<file path="src/rtl/tsi_pkg.sv">
package tsi_pkg;
  localparam int unsigned TIMER_BIT    = 0;
  localparam int unsigned PIN_BASE_BIT = 1;
endpackage

</file>
<file path="src/rtl/tsi_pin_filter.sv">
module tsi_pin_filter #(
  parameter int unsigned SYNC_STAGES = 2,
  parameter int unsigned FILT_LEN    = 4
) (
  input  logic clk_i,
  input  logic rst_ni,
  input  logic pin_i,
  input  logic pol_i,
  output logic evt_o
);
  localparam int unsigned CNT_W = (FILT_LEN > 1) ? $clog2(FILT_LEN) : 1;
  localparam logic [CNT_W-1:0] CNT_LAST = CNT_W'(FILT_LEN - 1);

  logic [SYNC_STAGES-1:0] sync_q;
  logic                   lvl_q;
  logic [CNT_W-1:0]       cnt_q;
  logic                   raw;
  logic                   flip;

  assign raw  = sync_q[SYNC_STAGES-1];
  assign flip = (raw != lvl_q) && (cnt_q == CNT_LAST);

  always_ff @(posedge clk_i or negedge rst_ni) begin
    if (!rst_ni) sync_q <= '0;
    else         sync_q <= {sync_q[SYNC_STAGES-2:0], pin_i};
  end

  // level must differ from the filtered value for FILT_LEN samples in a row
  always_ff @(posedge clk_i or negedge rst_ni) begin
    if (!rst_ni) begin
      lvl_q <= 1'b0;
      cnt_q <= '0;
      evt_o <= 1'b0;
    end else begin
      evt_o <= flip && (raw == pol_i);
      if (raw == lvl_q) begin
        cnt_q <= '0;
      end else if (flip) begin
        lvl_q <= raw;
        cnt_q <= '0;
      end else begin
        cnt_q <= cnt_q + 1'b1;
      end
    end
  end
endmodule

</file>
<file path="src/rtl/tsi_target_cmp.sv">
module tsi_target_cmp #(
  parameter int unsigned TIME_W = 64,
  parameter int unsigned WORD_W = 32
) (
  input  logic              clk_i,
  input  logic              rst_ni,
  input  logic [TIME_W-1:0] time_i,
  input  logic              hi_we_i,
  input  logic              lo_we_i,
  input  logic [WORD_W-1:0] wdata_i,
  output logic              hit_o
);
  localparam int unsigned HI_W = TIME_W - WORD_W;

  logic [HI_W-1:0]   hi_stage_q;
  logic [TIME_W-1:0] tgt_q;
  logic              armed_q;
  logic              ge_prev_q;
  logic              ge_now;

  assign ge_now = armed_q && (time_i >= tgt_q);
  assign hit_o  = ge_now && !ge_prev_q;

  always_ff @(posedge clk_i or negedge rst_ni) begin
    if (!rst_ni) begin
      hi_stage_q <= '0;
      tgt_q      <= '0;
      armed_q    <= 1'b0;
      ge_prev_q  <= 1'b0;
    end else begin
      if (hi_we_i) hi_stage_q <= wdata_i[HI_W-1:0];
      if (lo_we_i) begin
        tgt_q     <= {hi_stage_q, wdata_i};
        armed_q   <= 1'b1;
        ge_prev_q <= 1'b0;  // re-arm: next compare may fire again
      end else begin
        ge_prev_q <= ge_now;
      end
    end
  end
endmodule

</file>
<file path="src/rtl/tsi_status_reg.sv">
module tsi_status_reg #(
  parameter int unsigned STS_W = 4
) (
  input  logic             clk_i,
  input  logic             rst_ni,
  input  logic [STS_W-1:0] set_i,
  input  logic [STS_W-1:0] hw_clr_i,
  input  logic             we_i,
  input  logic [STS_W-1:0] wdata_i,
  input  logic [STS_W-1:0] irq_en_i,
  output logic [STS_W-1:0] sts_o,
  output logic             irq_o
);
  logic [STS_W-1:0] sw_clr;
  logic [STS_W-1:0] sts_d;

  assign sw_clr = we_i ? wdata_i : '0;
  // set takes priority over any clear
  assign sts_d  = (sts_o & ~sw_clr & ~hw_clr_i) | set_i;

  always_ff @(posedge clk_i or negedge rst_ni) begin
    if (!rst_ni) sts_o <= '0;
    else         sts_o <= sts_d;
  end

  assign irq_o = |(sts_o & irq_en_i);
endmodule

</file>
<file path="src/rtl/tsi_event_unit.sv">
module tsi_event_unit #(
  parameter int unsigned TIME_W      = 64,
  parameter int unsigned WORD_W      = 32,
  parameter int unsigned N_PINS      = 2,
  parameter int unsigned SYNC_STAGES = 2,
  parameter int unsigned FILT_LEN    = 4,
  localparam int unsigned STS_W      = N_PINS + 2
) (
  input  logic              clk_i,
  input  logic              rst_ni,
  input  logic [TIME_W-1:0] time_i,
  input  logic              tgt_hi_we_i,
  input  logic              tgt_lo_we_i,
  input  logic [WORD_W-1:0] tgt_wdata_i,
  input  logic [N_PINS-1:0] pin_i,
  input  logic [N_PINS-1:0] pin_pol_i,
  input  logic [N_PINS-1:0] cap_en_i,
  input  logic [N_PINS-1:0] clr_en_i,
  input  logic              tx_match_i,
  input  logic              sts_we_i,
  input  logic [STS_W-1:0]  sts_wdata_i,
  input  logic [STS_W-1:0]  irq_en_i,
  output logic [STS_W-1:0]  sts_o,
  output logic              irq_o
);
  import tsi_pkg::*;

  logic [N_PINS-1:0] pin_evt;
  logic              tgt_hit;
  logic [STS_W-1:0]  set_vec;
  logic [STS_W-1:0]  hw_clr;

  for (genvar p = 0; p < N_PINS; p++) begin : g_pin
    tsi_pin_filter #(
      .SYNC_STAGES(SYNC_STAGES),
      .FILT_LEN   (FILT_LEN)
    ) u_filt (
      .clk_i (clk_i),
      .rst_ni(rst_ni),
      .pin_i (pin_i[p]),
      .pol_i (pin_pol_i[p]),
      .evt_o (pin_evt[p])
    );
  end

  tsi_target_cmp #(
    .TIME_W(TIME_W),
    .WORD_W(WORD_W)
  ) u_cmp (
    .clk_i  (clk_i),
    .rst_ni (rst_ni),
    .time_i (time_i),
    .hi_we_i(tgt_hi_we_i),
    .lo_we_i(tgt_lo_we_i),
    .wdata_i(tgt_wdata_i),
    .hit_o  (tgt_hit)
  );

  always_comb begin
    set_vec = '0;
    hw_clr  = '0;
    set_vec[TIMER_BIT] = tgt_hit;
    set_vec[STS_W-1]   = tx_match_i;
    set_vec[PIN_BASE_BIT +: N_PINS] = pin_evt & cap_en_i;
    hw_clr[TIMER_BIT]  = |(pin_evt & clr_en_i);
  end

  tsi_status_reg #(
    .STS_W(STS_W)
  ) u_sts (
    .clk_i   (clk_i),
    .rst_ni  (rst_ni),
    .set_i   (set_vec),
    .hw_clr_i(hw_clr),
    .we_i    (sts_we_i),
    .wdata_i (sts_wdata_i),
    .irq_en_i(irq_en_i),
    .sts_o   (sts_o),
    .irq_o   (irq_o)
  );
endmodule

</file>
<file path="config.mk">
export PLATFORM = sky130hd
export DESIGN_NAME = tsi_event_unit
export DESIGN_NICKNAME = d
export VERILOG_FILES = /design/src/rtl/tsi_pkg.sv /design/src/rtl/tsi_pin_filter.sv /design/src/rtl/tsi_target_cmp.sv /design/src/rtl/tsi_status_reg.sv /design/src/rtl/tsi_event_unit.sv
export SDC_FILE = /design/constraint.sdc
export NUM_CORES = 1
export LEC_CHECK = 0
export ABC_AREA = 1
export BUFFER_PORTS_ARGS = -buffer_cell sky130_fd_sc_hd__buf_4
export CORE_ASPECT_RATIO = 1.75
export CORE_MARGIN = 3
export CORE_UTILIZATION = 30
export DETAILED_ROUTE_END_ITERATION = 8
export SYNTH_ARGS = -nofsm -noshare
export SYNTH_HDL_FRONTEND = slang
export SYNTH_SLANG_ARGS = --single-unit
</file>
<file path="constraint.sdc">
create_clock -name clk_i -period 3.15 [get_ports clk_i]
set_input_delay 0.1575 -clock clk_i [delete_from_list [all_inputs] [get_ports clk_i]]
set_output_delay 0.1575 -clock clk_i [all_outputs]
set_load 0.005 [all_outputs]
</file>
==> results.md <==
- Max-slew violation count: 0
- Crit path required time: 3500 ps
- Worst slack at placement: 1265 ps
- Syn Area/Cell: 9.503 sq um
- Synthesis-stage register bit count: 114
- Row Count: 66
- Leak: 4.012 nW
- GRT Total Usage: 13.94%
- Setup TNS: 0 ps
- CP Max Fanout: 3
- Hold WC Path Type: in -> reg
- Core area: 18750 sq um
- First-pass GRT wire length: 22980 microns
- Starting density of the core: 30.82%
- DR vias: 4523
- Final critical-path required period: 1829 ps
- Sequential share of power: 36.9%
- Post-synthesis cell area: 5778 sq um
- Inst Count DP: 952
- Die height: 189.6 microns
- Worst-path clk slew: 60 ps
- Hold Vio Cnt, Final: 0
- Distinct cells, synth: 28
- Drt wl/cell: 13.51 microns
- HPWL reported at the end of detailed placement: 10320 microns
- Dpl cell area: 6960 sq um
- Setup ws final: 1321 ps
- Sequential cell area: 2853 sq um
- Crit path max-delay family: simple AND/OR/NAND/NOR gates
- Combinational power share: 16.6%
- Worst setup path category: reg -> reg
- First-pass iteration count of the detailed router: 4
- CP dominant cell by count: nand2_1
- Critical Path Source Type: flip-flop
- Switch share: 24.41%
- Cell Pwr Density: 579.2 nW/um^2
- Final clock skew: 7.943 ps
- Status: completed
- CTS Root Cell: clkbuf_16
- WHS: 34.19 ps
- Largest net degree at the start of global routing: 67
- Period utilization: 58.05%
- Global placement routability congestion: 0.7488
- Final nets: 955
- Fmax: 0.5469 GHz
- CTS max path bufs: 2
- Max transition margin: 47.08%
- Vias in the first global route: 4793
- Pwr Total: 4.636 mW
- WP data arrival: 2180 ps
- Most frequent cells in the layout: nand2_1 (144), buf_4 (122), dfrtp_1 (114)
- Initial antenna violation count: 0
- GRT overflow: 0
- CP bufs+invs: 1
- Psw: 1.132 mW
- Max Cap Viol: 0
- CTS sink count: 114
- Slowest Stage Delay on Critical Path: 320 ps
- Final instance area: 8004 sq um
- Final Setup Violations: 0
- Fill cells: 1848
- Clock share of power: 46.5%
- Total Wirelength: 13810 microns
- Port-buffer cells: 122
- Internal Pwr Total: 3.504 mW
- Clk_lat worst skew: 420 ps
- Max IR drop VDD: 0.2476 mV
- Diodes inserted: 0
- Critical-path cell with the highest stage delay: dfrtp_1
- Post-Syn Nets: 792
- DRC violations left: 0
- Slew of the pin with the lowest slew margin: 793.7 ps
- DRT antenna net count: 0
- Layout cells sized above 1: 22.19%
- CTS tree: yes
- Multi-input logic area: 2557 sq um
- Critical Path, Cell by Cell: inv_1 > ha_1 > nand2_1 > nor2_1 > nand2_1 > nor3_2 > nand3_1 > nand2_1 > nor2_1 > nand2_1 > nand3_1 > nand2_1
- Total of warnings raised by yosys: 0
- Area growth, synth to finish: 38.52%
- Die X-Extent: 110.9 microns
- H-tree depth: 4
- Seq/Total Area, Yosys: 49.37%
- Routed vias/inst: 4.426
- Mapped Cells: 608
- Post-Route Utilization: 42.70%
- Top-level I/O count: 123
- Die area: 21030 sq um
- CP Capture Type: flip-flop
- Finished Layout Cells: 1022
- Number of buffers created by CTS: 17
- Iter 0 DRT Violations: 140
- Commonest non-fill, non-tap cell in the layout: nand2_1
- RSZ-0062 raised after global routing: no
layer usage:
metal	up-vias	GRT usage, %	share of wire (%)
li1	2305	-	-
met1	2120	14.23	38
met2	84	26.64	56
met3	14	3.278	4.0
met4	0	6.211	1.9
met5	-	0	0
tightest hold or removal path, stage by stage:
cell and delay, ps:
buf_4 110, nand2_1 50, a21o_1 100
power by group through the flow:
| stage | sequential, mW | combinational, mW | clock (mW) |
|---|---|---|---|
| after floorplan | 1.72 | 0.450 | 0 |
| after global placement | 1.73 | 0.732 | 0 |
| after detailed placement | 1.74 | 0.747 | 0 |
| after CTS | 1.71 | 0.791 | 2.21 |
| after global routing | 1.73 | 0.899 | 2.28 |
| final | 1.71 | 0.769 | 2.16 |
sequential cells by signal, indices dropped and copies added, names as in the netlist:
name	flops
g_pin.u_filt.cnt_q	4
u_sts.sts_o	4
u_cmp.armed_q	1
g_pin.u_filt.lvl_q	2
g_pin.u_filt.sync_q	4
u_cmp.tgt_q	64
u_cmp.ge_prev_q	1
u_cmp.hi_stage_q	32
g_pin.u_filt.evt_o	2
area by class of cell:
cell class | instances | share of cell area [%]
multi-input combinational | 397 | 31.95
inverter | 79 | 3.705
clock buffer | 23 | 6.097
timing repair buffer | 162 | 16.70
tap | 238 | 3.720
sequential | 114 | 35.64
clock inverter | 9 | 2.189
logic make-up after synthesis:
family                     Yosys count  share of synthesized area, %
DFF                                114                         49.37
muxes                               35                         6.821
adders and majority gates           66                         14.29
and+or+nand+nor                    187                         12.99
buffers and inverters               97                         6.366
xor gates and xnor gates             4                        0.6064
AOI/OAI and AO/OA                  105                         9.550
repair_timing:
action / 4_1_cts / 5_1_grt
buffers inserted: 0 / 0
resized for setup: 0 / 0
hold endpoints to repair: 128 / 0
hold buffers: 38 / 0
worst paths after layout:
kind	to	slack (ps)	cells past startpoint	startpoint
max	u_sts.sts_o[0]	1320	12	u_cmp.tgt_q[59]
min	u_sts.sts_o[3]	30	3	sts_wdata_i[3]
max reg2reg	u_sts.sts_o[0]	1320	12	u_cmp.tgt_q[59]
min reg2reg	g_pin[0].u_filt.sync_q[1]	350	0	g_pin[0].u_filt.sync_q[0]
max in group asynchronous	u_cmp.tgt_q[10]	1990	3	rst_ni
min in group asynchronous	u_sts.sts_o[1]	360	2	rst_ni
cell usage after synthesis:
| master | number | area (sq um) |
|---|---|---|
| xnor2_1 | 2 | 17.52 |
| nor2_2 | 3 | 18.77 |
| o21ai_0 | 66 | 330.3 |
| buf_1 | 1 | 3.750 |
| a21oi_1 | 27 | 135.1 |
| mux2_2 | 13 | 146.4 |
| nor3_1 | 3 | 15.01 |
| dfrtp_1 | 114 | 2853 |
| nor2_1 | 21 | 78.83 |
| o21a_2 | 1 | 8.760 |
| nor3b_1 | 2 | 15.01 |
| clkbuf_1 | 14 | 52.55 |
| inv_2 | 1 | 3.750 |
| clkinv_1 | 1 | 3.750 |
| a22o_1 | 2 | 17.52 |
| ha_1 | 66 | 825.8 |
| inv_1 | 77 | 289.0 |
| nand4_1 | 5 | 31.28 |
| nand2_1 | 144 | 540.5 |
| buf_2 | 3 | 15.01 |
| a21o_1 | 4 | 30.03 |
| xor2_1 | 2 | 17.52 |
| or2_2 | 1 | 6.260 |
| o21ai_1 | 3 | 15.01 |
| o21a_1 | 2 | 15.01 |
| nand3_1 | 7 | 35.03 |
| nor3_2 | 1 | 10.01 |
| mux2_1 | 22 | 247.7 |
Power figures use the tool's default switching activity.
